[config.mk]
export PLATFORM = sky130hd
export DESIGN_NAME = smb_alert_responder
export DESIGN_NICKNAME = d
export VERILOG_FILES = /design/src/rtl/sar_pkg.sv /design/src/rtl/sar_addr_rx.sv /design/src/rtl/sar_tx_arb.sv /design/src/rtl/sar_alert_flag.sv /design/src/rtl/smb_alert_responder.sv
export SDC_FILE = /design/constraint.sdc
export NUM_CORES = 1
export LEC_CHECK = 0
export BUFFER_PORTS_ARGS = -buffer_cell sky130_fd_sc_hd__buf_2
export CELL_PAD_IN_SITES_DETAIL_PLACEMENT = 1
export CELL_PAD_IN_SITES_GLOBAL_PLACEMENT = 2
export CORE_UTILIZATION = 36
export CTS_CLUSTER_SIZE = 20
export DETAILED_ROUTE_END_ITERATION = 10
export PLACE_DENSITY = 0.76
export SLEW_MARGIN = 10
export SYNTH_ARGS = -nofsm -noshare
export SYNTH_HDL_FRONTEND = slang
export SYNTH_SLANG_ARGS = --single-unit
[constraint.sdc]
create_clock -name clk_i -period 1.65 [get_ports clk_i]
set_input_delay 0.2475 -clock clk_i [delete_from_list [all_inputs] [get_ports clk_i]]
set_output_delay 0.2475 -clock clk_i [all_outputs]
set_load 0.02 [all_outputs]
[src/rtl/sar_pkg.sv]
package sar_pkg;

    localparam int unsigned SAR_ADDR_W = 7;
    localparam logic [SAR_ADDR_W-1:0] SAR_RESP_ADDR = 7'b0001100;

    typedef enum logic [2:0] {
        ST_IDLE    = 3'd0,
        ST_ADDR    = 3'd1,
        ST_ACK     = 3'd2,
        ST_TX      = 3'd3,
        ST_HOSTACK = 3'd4,
        ST_IGNORE  = 3'd5
    } sar_state_e;

endpackage

[src/rtl/sar_addr_rx.sv]
module sar_addr_rx #(
    parameter int unsigned ADDR_W = 7,
    parameter logic [ADDR_W-1:0] MATCH_ADDR = 7'b0001100
) (
    input  logic clk_i,
    input  logic rst_i,
    input  logic clear_i,
    input  logic shift_i,
    input  logic sda_i,
    output logic full_o,
    output logic match_o
);
    localparam int unsigned BYTE_W = ADDR_W + 1;
    localparam int unsigned CNT_W  = $clog2(BYTE_W + 1);
    localparam logic [BYTE_W-1:0] MATCH_BYTE = {MATCH_ADDR, 1'b1};

    logic [BYTE_W-1:0] shreg_q;
    logic [CNT_W-1:0]  cnt_q;

    always_ff @(posedge clk_i) begin
        if (rst_i || clear_i) begin
            shreg_q <= '0;
            cnt_q   <= '0;
        end else if (shift_i && !full_o) begin
            shreg_q <= {shreg_q[BYTE_W-2:0], sda_i};
            cnt_q   <= cnt_q + 1'b1;
        end
    end

    always_comb begin
        full_o  = (cnt_q == CNT_W'(BYTE_W));
        match_o = full_o && (shreg_q == MATCH_BYTE);
    end


    cnt_bound_chk: assert property (@(posedge clk_i) disable iff (rst_i)
        cnt_q <= CNT_W'(BYTE_W));

endmodule

[src/rtl/sar_tx_arb.sv]
module sar_tx_arb #(
    parameter int unsigned ADDR_W = 7,
    parameter logic [ADDR_W-1:0] DEV_ADDR = 7'h2C
) (
    input  logic clk_i,
    input  logic rst_i,
    input  logic load_i,
    input  logic adv_i,
    input  logic active_i,
    input  logic bit_stb_i,
    input  logic sda_i,
    output logic cur_bit_o,
    output logic last_o,
    output logic lost_o
);
    localparam int unsigned BYTE_W = ADDR_W + 1;
    localparam int unsigned IDX_W  = $clog2(BYTE_W);
    localparam logic [BYTE_W-1:0] RESP = {DEV_ADDR, 1'b1};

    logic [IDX_W-1:0] idx_q;
    logic             lost_q;

    always_ff @(posedge clk_i) begin
        if (rst_i) begin
            idx_q  <= '0;
            lost_q <= 1'b0;
        end else if (load_i) begin
            idx_q  <= IDX_W'(BYTE_W - 1);
            lost_q <= 1'b0;
        end else begin
            if (adv_i) begin
                idx_q <= idx_q - 1'b1;
            end
            if (active_i && bit_stb_i && RESP[idx_q] && !sda_i) begin
                lost_q <= 1'b1;
            end
        end
    end

    always_comb begin
        cur_bit_o = RESP[idx_q];
        last_o    = (idx_q == '0);
        lost_o    = lost_q;
    end


    lost_cause_chk: assert property (@(posedge clk_i) disable iff (rst_i)
        $rose(lost_q) |-> $past(active_i && bit_stb_i && !sda_i));

endmodule

[src/rtl/sar_alert_flag.sv]
module sar_alert_flag (
    input  logic clk_i,
    input  logic rst_i,
    input  logic cond_i,
    input  logic status_rd_i,
    input  logic won_i,
    output logic pending_o
);
    logic cond_q;
    logic pending_q;
    logic won_q;
    logic release_w;

    assign release_w = pending_q && won_q && status_rd_i && !cond_i;

    always_ff @(posedge clk_i) begin
        if (rst_i) begin
            cond_q    <= 1'b0;
            pending_q <= 1'b0;
            won_q     <= 1'b0;
        end else begin
            cond_q <= cond_i;
            if (cond_i && !cond_q) begin
                pending_q <= 1'b1;
            end else if (release_w) begin
                pending_q <= 1'b0;
            end
            if (release_w) begin
                won_q <= 1'b0;
            end else if (won_i && pending_q) begin
                won_q <= 1'b1;
            end
        end
    end

    assign pending_o = pending_q;


    raise_chk: assert property (@(posedge clk_i) disable iff (rst_i)
        (cond_i && !cond_q) |=> pending_q);


    release_chk: assert property (@(posedge clk_i) disable iff (rst_i)
        $fell(pending_q) |-> $past(status_rd_i && !cond_i && won_q));

endmodule

[src/rtl/smb_alert_responder.sv]
module smb_alert_responder
    import sar_pkg::*;
#(
    parameter logic [SAR_ADDR_W-1:0] DEV_ADDR = 7'h2C
) (
    input  logic clk_i,
    input  logic rst_i,
    input  logic start_i,
    input  logic stop_i,
    input  logic scl_fall_i,
    input  logic bit_stb_i,
    input  logic sda_i,
    input  logic cond_i,
    input  logic status_rd_i,
    output logic sda_low_o,
    output logic alert_low_o
);
    sar_state_e state_q, state_d;

    logic rx_full, rx_match;
    logic tx_bit, tx_last, tx_lost;
    logic tx_load, tx_adv, won;
    logic pending;

    sar_addr_rx #(
        .ADDR_W     (SAR_ADDR_W),
        .MATCH_ADDR (SAR_RESP_ADDR)
    ) i_rx (
        .clk_i   (clk_i),
        .rst_i   (rst_i),
        .clear_i (start_i),
        .shift_i (bit_stb_i && (state_q == ST_ADDR)),
        .sda_i   (sda_i),
        .full_o  (rx_full),
        .match_o (rx_match)
    );

    sar_tx_arb #(
        .ADDR_W   (SAR_ADDR_W),
        .DEV_ADDR (DEV_ADDR)
    ) i_tx (
        .clk_i     (clk_i),
        .rst_i     (rst_i),
        .load_i    (tx_load),
        .adv_i     (tx_adv),
        .active_i  (state_q == ST_TX),
        .bit_stb_i (bit_stb_i),
        .sda_i     (sda_i),
        .cur_bit_o (tx_bit),
        .last_o    (tx_last),
        .lost_o    (tx_lost)
    );

    sar_alert_flag i_flag (
        .clk_i       (clk_i),
        .rst_i       (rst_i),
        .cond_i      (cond_i),
        .status_rd_i (status_rd_i),
        .won_i       (won),
        .pending_o   (pending)
    );

    always_comb begin
        state_d = state_q;
        tx_load = 1'b0;
        tx_adv  = 1'b0;
        won     = 1'b0;
        if (stop_i) begin
            state_d = ST_IDLE;
        end else if (start_i) begin
            state_d = ST_ADDR;
        end else begin
            unique case (state_q)
                ST_IDLE: state_d = ST_IDLE;
                ST_ADDR: begin
                    if (scl_fall_i && rx_full) begin
                        state_d = (rx_match && pending) ? ST_ACK : ST_IGNORE;
                    end
                end
                ST_ACK: begin
                    if (scl_fall_i) begin
                        state_d = ST_TX;
                        tx_load = 1'b1;
                    end
                end
                ST_TX: begin
                    if (scl_fall_i) begin
                        if (tx_last) begin
                            state_d = ST_HOSTACK;
                            won     = !tx_lost;
                        end else begin
                            tx_adv = 1'b1;
                        end
                    end
                end
                ST_HOSTACK: state_d = ST_HOSTACK;
                ST_IGNORE:  state_d = ST_IGNORE;
                default:    state_d = ST_IDLE;
            endcase
        end
    end

    always_ff @(posedge clk_i) begin
        if (rst_i) begin
            state_q <= ST_IDLE;
        end else begin
            state_q <= state_d;
        end
    end

    always_comb begin
        sda_low_o   = (state_q == ST_ACK) ||
                      ((state_q == ST_TX) && !tx_bit && !tx_lost);
        alert_low_o = pending;
    end


    ack_pending_chk: assert property (@(posedge clk_i) disable iff (rst_i)
        (state_q == ST_ACK && $past(state_q) == ST_ADDR) |-> $past(pending));


    stop_release_chk: assert property (@(posedge clk_i) disable iff (rst_i)
        $past(stop_i) |-> !sda_low_o);


    ignore_quiet_chk: assert property (@(posedge clk_i) disable iff (rst_i)
        (state_q == ST_IGNORE) |-> !sda_low_o);

endmodule

# Word-level counts from Yosys, hierarchy flattened
# Memory sizes are Yosys's and may differ from the RTL's. A register that Yosys moved wholly into a read port is not among the register bits.
# Cells that the tools add are included.
word_totals:
  regBits: 22
  rom_bits: 8
  in_bits: 9
  output_inout_bits: 2
  word_cells: 88
  mem_count: 1
op_classes:
  add_sub_neg: 2
  magnitude_cmp: 1
  n_eq_ne: 15
  n_mux: 28
  n_reduce_logical: 32
memory_table:
  columns: ["memory", "depth", "width", "read_ports", "rd_ports_with_merged_regs", "write_ports", "line", "rtl"]
  rows:
  - ["(no name shown)", 8, 1, 1, 1, 0, "sar_tx_arb.sv:34", "if (active_i && bit_stb_i && RESP[idx_q] && !sda_i) begin"]
ops:
  columns: ["op", "count"]
  rows:
  - ["3-bit two-way mux", 9]
  - ["1-bit two-way mux", 18]
  - ["1-bit logical AND", 15]
  - ["3-bit case mux with 5 select lines", 1]
  - ["3-bit inequality test (second input constant)", 3]
  - ["8-bit by 5-bit == test with 1-bit output (second input constant)", 1]
  - ["4-bit AND reduction", 2]
  - ["3-bit by 2-bit == test with 1-bit output (second input constant)", 2]
  - ["3-bit == test (second input constant)", 2]
  - ["1-bit zero test", 6]
  - ["2-bit inequality test (second input constant)", 3]
  - ["2-bit OR reduction", 3]
  - ["4-bit by 1-bit adder with 4-bit output (second input constant)", 1]
  - ["4-bit == test (second input constant)", 1]
  - ["3-bit by 4-bit < comparator with 1-bit output (second input constant)", 1]
  - ["2-bit nonzero test", 2]
  - ["3-bit by 1-bit == test with 1-bit output (second input constant)", 1]
  - ["3-bit zero test", 1]
  - ["3-bit by 2-bit inequality test with 1-bit output (second input constant)", 1]
  - ["3-bit OR reduction", 1]
  - ["3-bit by 1-bit subtractor with 3-bit output (second input constant)", 1]
  - ["1-bit logical OR", 2]
  - ["2-bit by 1-bit inequality test with 1-bit output (second input constant)", 1]

# Logic depth before layout (Yosys ltp)
# Gate-level depths: netlist of the first run.
depth:
  word_depth: 10
  ltp_mapped: 7
  mapped_depth_nobuf: 7

# Cells and area by module
# A second synthesis of the first run with hierarchy kept.
hier_totals:
  hier_cells: 132
  hier_area_um2: 1191.1
by_module_without_submodules:
  columns: ["mod", "n_inst", "cells_per_inst", "area_per_inst_um2", "seq_area_each_um2"]
  rows:
  - ["sar_addr_rx", 1, 54, 533.0, 240.2]
  - ["smb_alert_responder", 1, 39, 297.8, 60.1]
  - ["sar_tx_arb", 1, 28, 244.0, 100.1]
  - ["sar_alert_flag", 1, 11, 116.4, 60.1]

# Worst setup path after synthesis of the first run
# No wires, ideal clock.
synth_timing:
  path_type: "register to register"
  startpoint: "register i_tx.idx_q[0]"
  endpoint: "register state_q[0]"
  setup_time_ns: 0.086
  arrival_time_ns: 1.390
  required_ns: 1.564
  setup_slack_ns: 0.174
  stages_incl_launch_ff: 8
  n_path_buf: 0
  synth_period_minus_slack_ns: 1.476
  path_cell_list: "dfxtp_1 inv_1 ha_1 nand2b_1 mux2_2 nand2_1 a21o_1 a211oi_1"
synth_via:
  elab_chain_len: 3
synth_rtl:
  columns: ["element", "line", "rtl"]
  rows:
  - ["start: declaration", "sar_tx_arb.sv:20", "logic [IDX_W-1:0] idx_q;"]
  - ["start signal: assignment", "sar_tx_arb.sv:28", "idx_q <= IDX_W'(BYTE_W - 1);"]
  - ["start signal: assignment", "sar_tx_arb.sv:32", "idx_q <= idx_q - 1'b1;"]
  - ["3-bit zero test", "sar_tx_arb.sv:42", "last_o = (idx_q == '0);"]
  - ["3-bit inequality test (no source line)", null, null]
  - ["4-bit AND reduction (no source line)", null, null]
  - ["end signal: assignment", "smb_alert_responder.sv:107", "state_q <= state_d;"]
  - ["end: declaration", "smb_alert_responder.sv:18", "sar_state_e state_q, state_d;"]
# No other way between the ends.
# A chain may end at the register's enable or synchronous reset.

# Final worst setup path of the first run
layout_timing:
  startpoint: "register state_q[1]"
  endpoint: "output port sda_low_o"
layout_via:
  elab_chain_len: 4
  elab_cells_between_ends: 5
  cone_classes: "eq/ne: 2; reduce/logical: 3"
layout_rtl:
  columns: ["element", "line", "rtl"]
  rows:
  - ["3-bit by 2-bit == test with 1-bit output", "smb_alert_responder.sv:113", "((state_q == ST_TX) && !tx_bit && !tx_lost);"]
  - ["1-bit logical AND (2 in a row)", "smb_alert_responder.sv:113", null]
  - ["1-bit logical OR (*)", "smb_alert_responder.sv:112", "sda_low_o = (state_q == ST_ACK) ||"]
  - ["end: declaration", "smb_alert_responder.sv:15", "output logic sda_low_o,"]
# Mark *: on every way between the ends. The rest lies on a longest branch, timed or not.

==> results.sh, run 1 <==
export IMPL_hold_path_class="input port to flip-flop"
export IMPL_synth_nets=142
export IMPL_seqPwrFrac_pct=62.1
export IMPL_async_flop_share_pct=0
export IMPL_clock_path_buffers=2
export IMPL_p_comb_share_pct=7.8
export IMPL_drv_slew=0
export IMPL_port_buffers=10
export IMPL_grt_pass1_wl_mm=4.28
export IMPL_yosys_top_cells_count="dfxtp_1, nor2_1, mux2i_1"
export IMPL_rsz0062_at_grt="no"
export IMPL_yosysMostFrequentCell="dfxtp_1"
export IMPL_synth_edff_count=0
export IMPL_crit_required_ns=1.40
export IMPL_switching_share_pct=24.8
export IMPL_grt_usage_pct=16.4
export IMPL_cts_tree="done"
export IMPL_die_w_um=59.6
export IMPL_max_cap_violations=0
export IMPL_period_needed_ns=1.55
export IMPL_initial_core_util_pct=38.5
export IMPL_max_vdd_ir_drop_mv=0.429
export IMPL_design_die_area_um2=3550
export IMPL_grt_max_degree=15
export IMPL_dpl_hpwl_mm=1.98
export IMPL_synthFlopType="dfxtp_1"
export IMPL_tns_ns=0
export IMPL_cts_clk_slew_worst_paths_ns=0.14
export IMPL_status="finished, final reports clean"
export IMPL_worstMarginPinSlew_ns=0.489
export IMPL_gp_congestion=0.860
export IMPL_hold_buffers=0
export IMPL_drtAntennaViolNets=0
export IMPL_power_density_nw_per_um2=658
export IMPL_timing_final_crit_share_pct=93.9
export IMPL_clk_latency_ns=0.32
export IMPL_synth_area_per_cell_um2=9.25
export IMPL_ys_seq_area_share_pct=38.6
export IMPL_numCtsBuffers=3
export IMPL_vias=969
export IMPL_cp_arrival_ns=1.30
export IMPL_clockRootBuffer="clkbuf_4"
export IMPL_cts_sinks=23
export IMPL_grt_pass1_vias=969
export IMPL_synthTopCellsByArea="dfxtp_1, mux2i_1, nor2_1, ha_1, nor2b_1"
export IMPL_final_cells=190
export IMPL_yosysUniqueCellTypes=41
export IMPL_io_pins=11
export IMPL_worstPathMaxFanout=8
export IMPL_ys_warnings_count=0
export IMPL_synth_largest_area_cell="dfxtp_1"
export IMPL_std_cell_rows=20
export IMPL_leakagePower_nw=0.574
export IMPL_clock_fmax_mhz=646
export IMPL_dr_pass1_iters=3
export IMPL_detail_route_wirelength_mm=2.63
export IMPL_final_nets=160
export IMPL_antenna_found_initial=0
export IMPL_yosysTopAreaCellShare_pct=38.6
export IMPL_synth_seq_cells=23
export IMPL_vias_per_cell=5.10
export IMPL_p_clk_share_pct=30.1
export IMPL_drcViolationCount=0
export IMPL_wl_per_cell_um=13.8
export IMPL_dieHeight_um=59.6
export IMPL_antenna_cells=0
export IMPL_cp_end_kind="primary output"
export IMPL_skew_ns=0.0135
export IMPL_final_core_util_pct=44.5
export IMPL_netlist_instances=129
export IMPL_drive_gt1_share_pct=26.0
export IMPL_drtIter0Drc=32
export IMPL_fillers=401
export IMPL_core_um2=3100
export IMPL_netlist_area_um2=1190
export IMPL_power_switching_uw=225
export IMPL_finalHoldViolCount=0
export IMPL_slew_headroom_pct=67.4
export IMPL_placed_cells=185
export IMPL_setup_viol=0
export IMPL_holdWs_ns=0.153
export IMPL_area_delta_synth_final_pct=15.6
export IMPL_p_int_uw=683
export IMPL_overflow=0
export IMPL_cp_start_kind="flip-flop"
export IMPL_h_tree_depth=1
export IMPL_critical_path_class="flip-flop to primary output"
## critical path, cell delays in order, from the launching register on
cell and delay (ns):
dfxtp_1 0.36, buf_4 0.16, nor2b_4 0.16, and2_1 0.14
buf_2 0.16
## final cells by class
type | count | area [um^2] | area share (%)
flip-flops and latches | 23 | 464 | 33.6
inverters | 7 | 26.3 | 1.90
multi-input cells | 92 | 682 | 49.4
clock buffers | 4 | 26.3 | 1.90
repair buffers | 20 | 126 | 9.16
well taps | 44 | 55.1 | 3.99
## power by group through the flow
stage | clock [mW] | combinational (mW) | sequential [mW]
2_1_floorplan | 0 | 0.0397 | 0.579
3_3_place_gp | 0 | 0.0682 | 0.576
3_5_place_dp | 0 | 0.0701 | 0.577
4_1_cts | 0.284 | 0.0706 | 0.564
5_1_grt | 0.305 | 0.0778 | 0.565
6_report | 0.273 | 0.0709 | 0.564
## per-layer routing
metal,global-route usage [%],vias to the layer above,share of wire (%)
met5,0,-,0
met4,6.98,0,1.6
met3,1.97,4,1.6
met2,28.7,8,48
met1,20.2,467,49
li1,-,490,-
## repair_timing
action / in CTS / in global routing
cloned: 0 / 1
setup buffers: 0 / 0
setup endpoints to repair: 4 / 8
gates resized for setup: 2 / 9
pin swaps: 0 / 4
## placed cells by master, fill, tap and decap left out, types with 2 or more instances in the layout
cell type,synthesis,layout
dfxtp_1,23,20
nor2_1,15,15
mux2i_1,11,11
buf_2,4,11
buf_4,0,8
inv_1,7,6
nand2_1,5,5
o21ai_0,5,4
nor2b_1,5,4
a21oi_1,4,4
o21ai_1,3,4
nand3_1,3,3
xnor2_1,3,3
ha_1,4,3
clkbuf_4,0,3
dfxtp_2,0,3
nand4_1,2,2
and2_1,3,2
nor4b_1,2,2
nor3b_1,2,2
a211oi_1,2,2
a31oi_1,2,2
## registers in the layout, indices dropped and copies added (netlist names)
| register | cells |
|---|---|
| i_flag.pending_o | 1 |
| i_tx.lost_o | 1 |
| i_flag.won_q | 1 |
| state_q | 3 |
| i_rx.cnt_q | 4 |
| i_tx.idx_q | 3 |
| i_rx.shreg_q | 8 |
| i_flag.cond_q | 1 |
| i_tx.cur_bit_o | 1 |
## logic make-up (layout without fill, tap and decap cells)
logic type      count (synthesis)  count (layout)  synth area share [%]
flops                          23              23                  38.6
mux                            12              12                  10.2
buf+inv                        14              31                  5.45
compound gates                 24              24                  15.1
xor+xnor                        3               3                  2.20
simple gates                   49              49                  24.3
fa+ha+maj                       4               4                  4.19
## final timing paths
kind | from | endpoint | slack (ns) | depth (start not counted)
worst max-delay path | state_q[1] | sda_low_o | 0.10 | 4
worst min-delay path | stop_i | state_q[0] | 0.15 | 2
worst max register to register | state_q[2] | state_q[1] | 0.12 | 6
worst min register to register | i_flag.won_q | i_flag.won_q | 0.51 | 1
## per-stage QoR
stage | setup WS (ns) | area, um^2 | total power, mW
final | 0.101 | 1380 | 0.908
after global routing | 0.00675 | 1380 | 0.948
after CTS | 0.0161 | 1360 | 0.919
after detailed placement | -0.0224 | 1330 | 0.647
after global placement | -0.0174 | 1330 | 0.645
after floorplan | 0.174 | 1190 | 0.619
(Power assumes the default switching activity.)
==> run 2, diff against run 1 <==
--- a/config.mk
+++ b/config.mk
@@ -5,13 +5,14 @@
 export SDC_FILE = /design/constraint.sdc
 export NUM_CORES = 1
 export LEC_CHECK = 0
+export ABC_AREA = 1
 export BUFFER_PORTS_ARGS = -buffer_cell sky130_fd_sc_hd__buf_2
 export CELL_PAD_IN_SITES_DETAIL_PLACEMENT = 1
 export CELL_PAD_IN_SITES_GLOBAL_PLACEMENT = 2
-export CORE_UTILIZATION = 36
+export CORE_UTILIZATION = 32
 export CTS_CLUSTER_SIZE = 20
 export DETAILED_ROUTE_END_ITERATION = 10
-export PLACE_DENSITY = 0.76
+export PLACE_DENSITY = 0.75
 export SLEW_MARGIN = 10
 export SYNTH_ARGS = -nofsm -noshare
 export SYNTH_HDL_FRONTEND = slang
==> run 2 against run 1 <==
- largest power group unchanged
- area after synthesis decreased by 2.3%
- power grew 3.9%
- via count increased by 15%
- combinational power is 30% higher
- sequential share of layout area is 0.091 points lower
- die area increased by 9.6%
- worst hold slack worse by 0.0048 ns
- highest routed layer unchanged
- critical endpoint unchanged
==> results.sh, run 2 <==
export IMPL_grtUsageMet3_pct=2.76
export IMPL_synthTopCellsByArea="dfxtp_1, nor2_1, nand2_1, inv_1, nand3_1"
export IMPL_vias_per_cell=4.79
export IMPL_drtAntennaViolNets=0
export IMPL_final_nets=201
export IMPL_synthFlopType="dfxtp_1"
export IMPL_synth_largest_area_cell="dfxtp_1"
export IMPL_timing_final_crit_share_pct=95.7
export IMPL_leakagePower_nw=0.604
export IMPL_async_flop_share_pct=0
export IMPL_netlist_area_um2=1170
export IMPL_initial_core_util_pct=34.1
export IMPL_p_clk_share_pct=29.7
export IMPL_clock_fmax_mhz=633
export IMPL_std_cell_rows=21
export IMPL_max_vdd_ir_drop_mv=0.242
export IMPL_final_cell_mix="nor2_1, inv_1, nand2_1, dfxtp_1, nand3_1"
export IMPL_yosys_top_cells_count="nor2_1, nand2_1, dfxtp_1, inv_1, nand3_1"
export IMPL_yosysUniqueCellTypes=26
export IMPL_worstPathCellList="nand2_2 > inv_1 > nand2_2 > o31ai_1 > buf_2"
export IMPL_area_delta_synth_final_pct=18.7
export IMPL_power_switching_uw=252
export IMPL_tns_ns=0
export IMPL_die_w_um=62.4
export IMPL_critPathMaxStageDelay_ns=0.43
export IMPL_layout_commonest_cell="nor2_1"
export IMPL_drtIter0Drc=47
export IMPL_overflow=0
export IMPL_setup_viol=0
export IMPL_cts_clk_slew_worst_paths_ns=0.14
export IMPL_cts_sinks=23
export IMPL_holdWs_ns=0.148
export IMPL_clk_latency_ns=0.32
export IMPL_worstPathMaxFanout=6
export IMPL_crit_required_ns=1.40
export IMPL_grt_max_degree=14
export IMPL_finalHoldViolCount=0
export IMPL_grt_pass1_vias=1092
export IMPL_grt_pass1_wl_mm=4.83
export IMPL_cts_tree="done"
export IMPL_cp_start_kind="flip-flop"
export IMPL_crit_path_frequent_cell="nand2_2"
export IMPL_seqPwrFrac_pct=60.5
export IMPL_use_met1_pct=20.7
export IMPL_max_cap_violations=0
export IMPL_detail_route_wirelength_mm=2.81
export IMPL_io_pins=11
export IMPL_clock_path_buffers=2
export IMPL_synth_seq_cells=23
export IMPL_top_usage_layer="met2"
export IMPL_drv_slew=0
export IMPL_yosysMostFrequentCell="nor2_1"
export IMPL_p_comb_share_pct=9.8
export IMPL_period_needed_ns=1.58
export IMPL_use_met2_pct=25.7
export IMPL_port_buffers=10
export IMPL_antenna_found_initial=0
export IMPL_vias=1115
export IMPL_rsz0062_at_grt="no"
export IMPL_antenna_cells=0
export IMPL_drive_gt1_share_pct=22.5
export IMPL_cp_end_kind="primary output"
export IMPL_synth_edff_count=0
export IMPL_netlist_instances=166
export IMPL_status="finished, final reports clean"
export IMPL_slew_headroom_pct=74.8
export IMPL_gp_congestion=0.843
export IMPL_synth_nets=179
export IMPL_skew_ns=0.00158
export IMPL_regMostFlops="i_rx.shreg_q"
export IMPL_critical_path_class="flip-flop to primary output"
export IMPL_clockRootBuffer="clkbuf_4"
export IMPL_design_die_area_um2=3890
export IMPL_cp_top_family="flip-flops"
export IMPL_dr_pass1_iters=4
export IMPL_worstMarginPinSlew_ns=0.378
export IMPL_top_regs="i_rx.shreg_q (8), i_rx.cnt_q (4)"
export IMPL_synth_area_per_cell_um2=7.02
export IMPL_worst_path_buf_inv=2
export IMPL_numCtsBuffers=3
export IMPL_yosysTopAreaCellShare_pct=39.5
export IMPL_core_um2=3420
export IMPL_dpl_hpwl_mm=2.21
export IMPL_dieHeight_um=62.4
export IMPL_switching_share_pct=26.8
export IMPL_ys_seq_area_share_pct=39.5
export IMPL_p_int_uw=691
export IMPL_slowest_stage="dfxtp_2"
export IMPL_power_density_nw_per_um2=682
export IMPL_largest_register_ffs=8
export IMPL_ys_warnings_count=0
export IMPL_wl_per_cell_um=12.0
export IMPL_h_tree_depth=1
export IMPL_drcViolationCount=0
export IMPL_final_core_util_pct=40.5
export IMPL_cp_arrival_ns=1.33
export IMPL_grt_usage_pct=15.7
export IMPL_hold_path_class="input port to flip-flop"
run 2: kinds of logic (layout without fill, tap and decap cells):
kind of cell               Yosys count  after routing  share of synthesized area [%]
xor gates and xnor gates             1              1                          0.751
and+or+nand+nor                     84             84                           34.3
AOI/OAI and AO/OA                   27             27                           12.2
DFF                                 23             23                           39.5
buffers and inverters               27             48                           8.90
adders and majority gates            4              4                           4.29
run 2: worst paths after layout:
| check | from | end | slack, ns | cells past startpoint |
|---|---|---|---|---|
| min | rst_i | i_tx.idx_q[2] | 0.15 | 2 |
| max | state_q[1] | sda_low_o | 0.07 | 5 |
| min reg2reg | i_flag.won_q | i_flag.won_q | 0.48 | 2 |
| max reg2reg | i_tx.idx_q[0] | i_tx.cur_bit_o | 0.18 | 12 |
run 2: layout make-up:
class / count / area, um^2
Multi-Input combinational cell: 116 / 619
Sequential cell: 23 / 464
Clock buffer: 3 / 22.5
Fill cell: 448 / 2030
Timing Repair Buffer: 19 / 118
Tap cell: 46 / 57.6
Inverter: 25 / 97.6
Clock inverter: 1 / 5.00
run 2: power groups by stage:
| stage | sequential, mW | clock (mW) | combinational [mW] |
|---|---|---|---|
| floorplan | 0.584 | 0 | 0.0481 |
| global placement | 0.583 | 0 | 0.0883 |
| detailed placement | 0.583 | 0 | 0.0902 |
| CTS | 0.571 | 0.290 | 0.0905 |
| global route | 0.572 | 0.314 | 0.105 |
| finish | 0.571 | 0.280 | 0.0924 |
run 2: per-stage QoR:
step | area, um^2 | cells | power (mW) | worst slack [ns]
floorplan | 1170 | 166 | 0.632 | 0.275
global placement | 1320 | 227 | 0.671 | 0.163
detailed placement | 1320 | 227 | 0.673 | 0.137
CTS | 1350 | 231 | 0.951 | 0.00122
global route | 1380 | 233 | 0.992 | 0.00371
finish | 1380 | 233 | 0.943 | 0.0715
run 2: repair_timing:
item,in CTS,in global routing
pin swaps,0,2
hold endpoints to repair,0,0
hold buffers,0,0
endpoints found under the setup margin,1,8
buffers inserted,0,2
resized for setup,3,6
run 2: per-layer routing:
layer	up-vias	wire, um
met5	-	0
met4	0	43
met3	5	53
met2	8	1250
met1	522	1450
li1	580	-
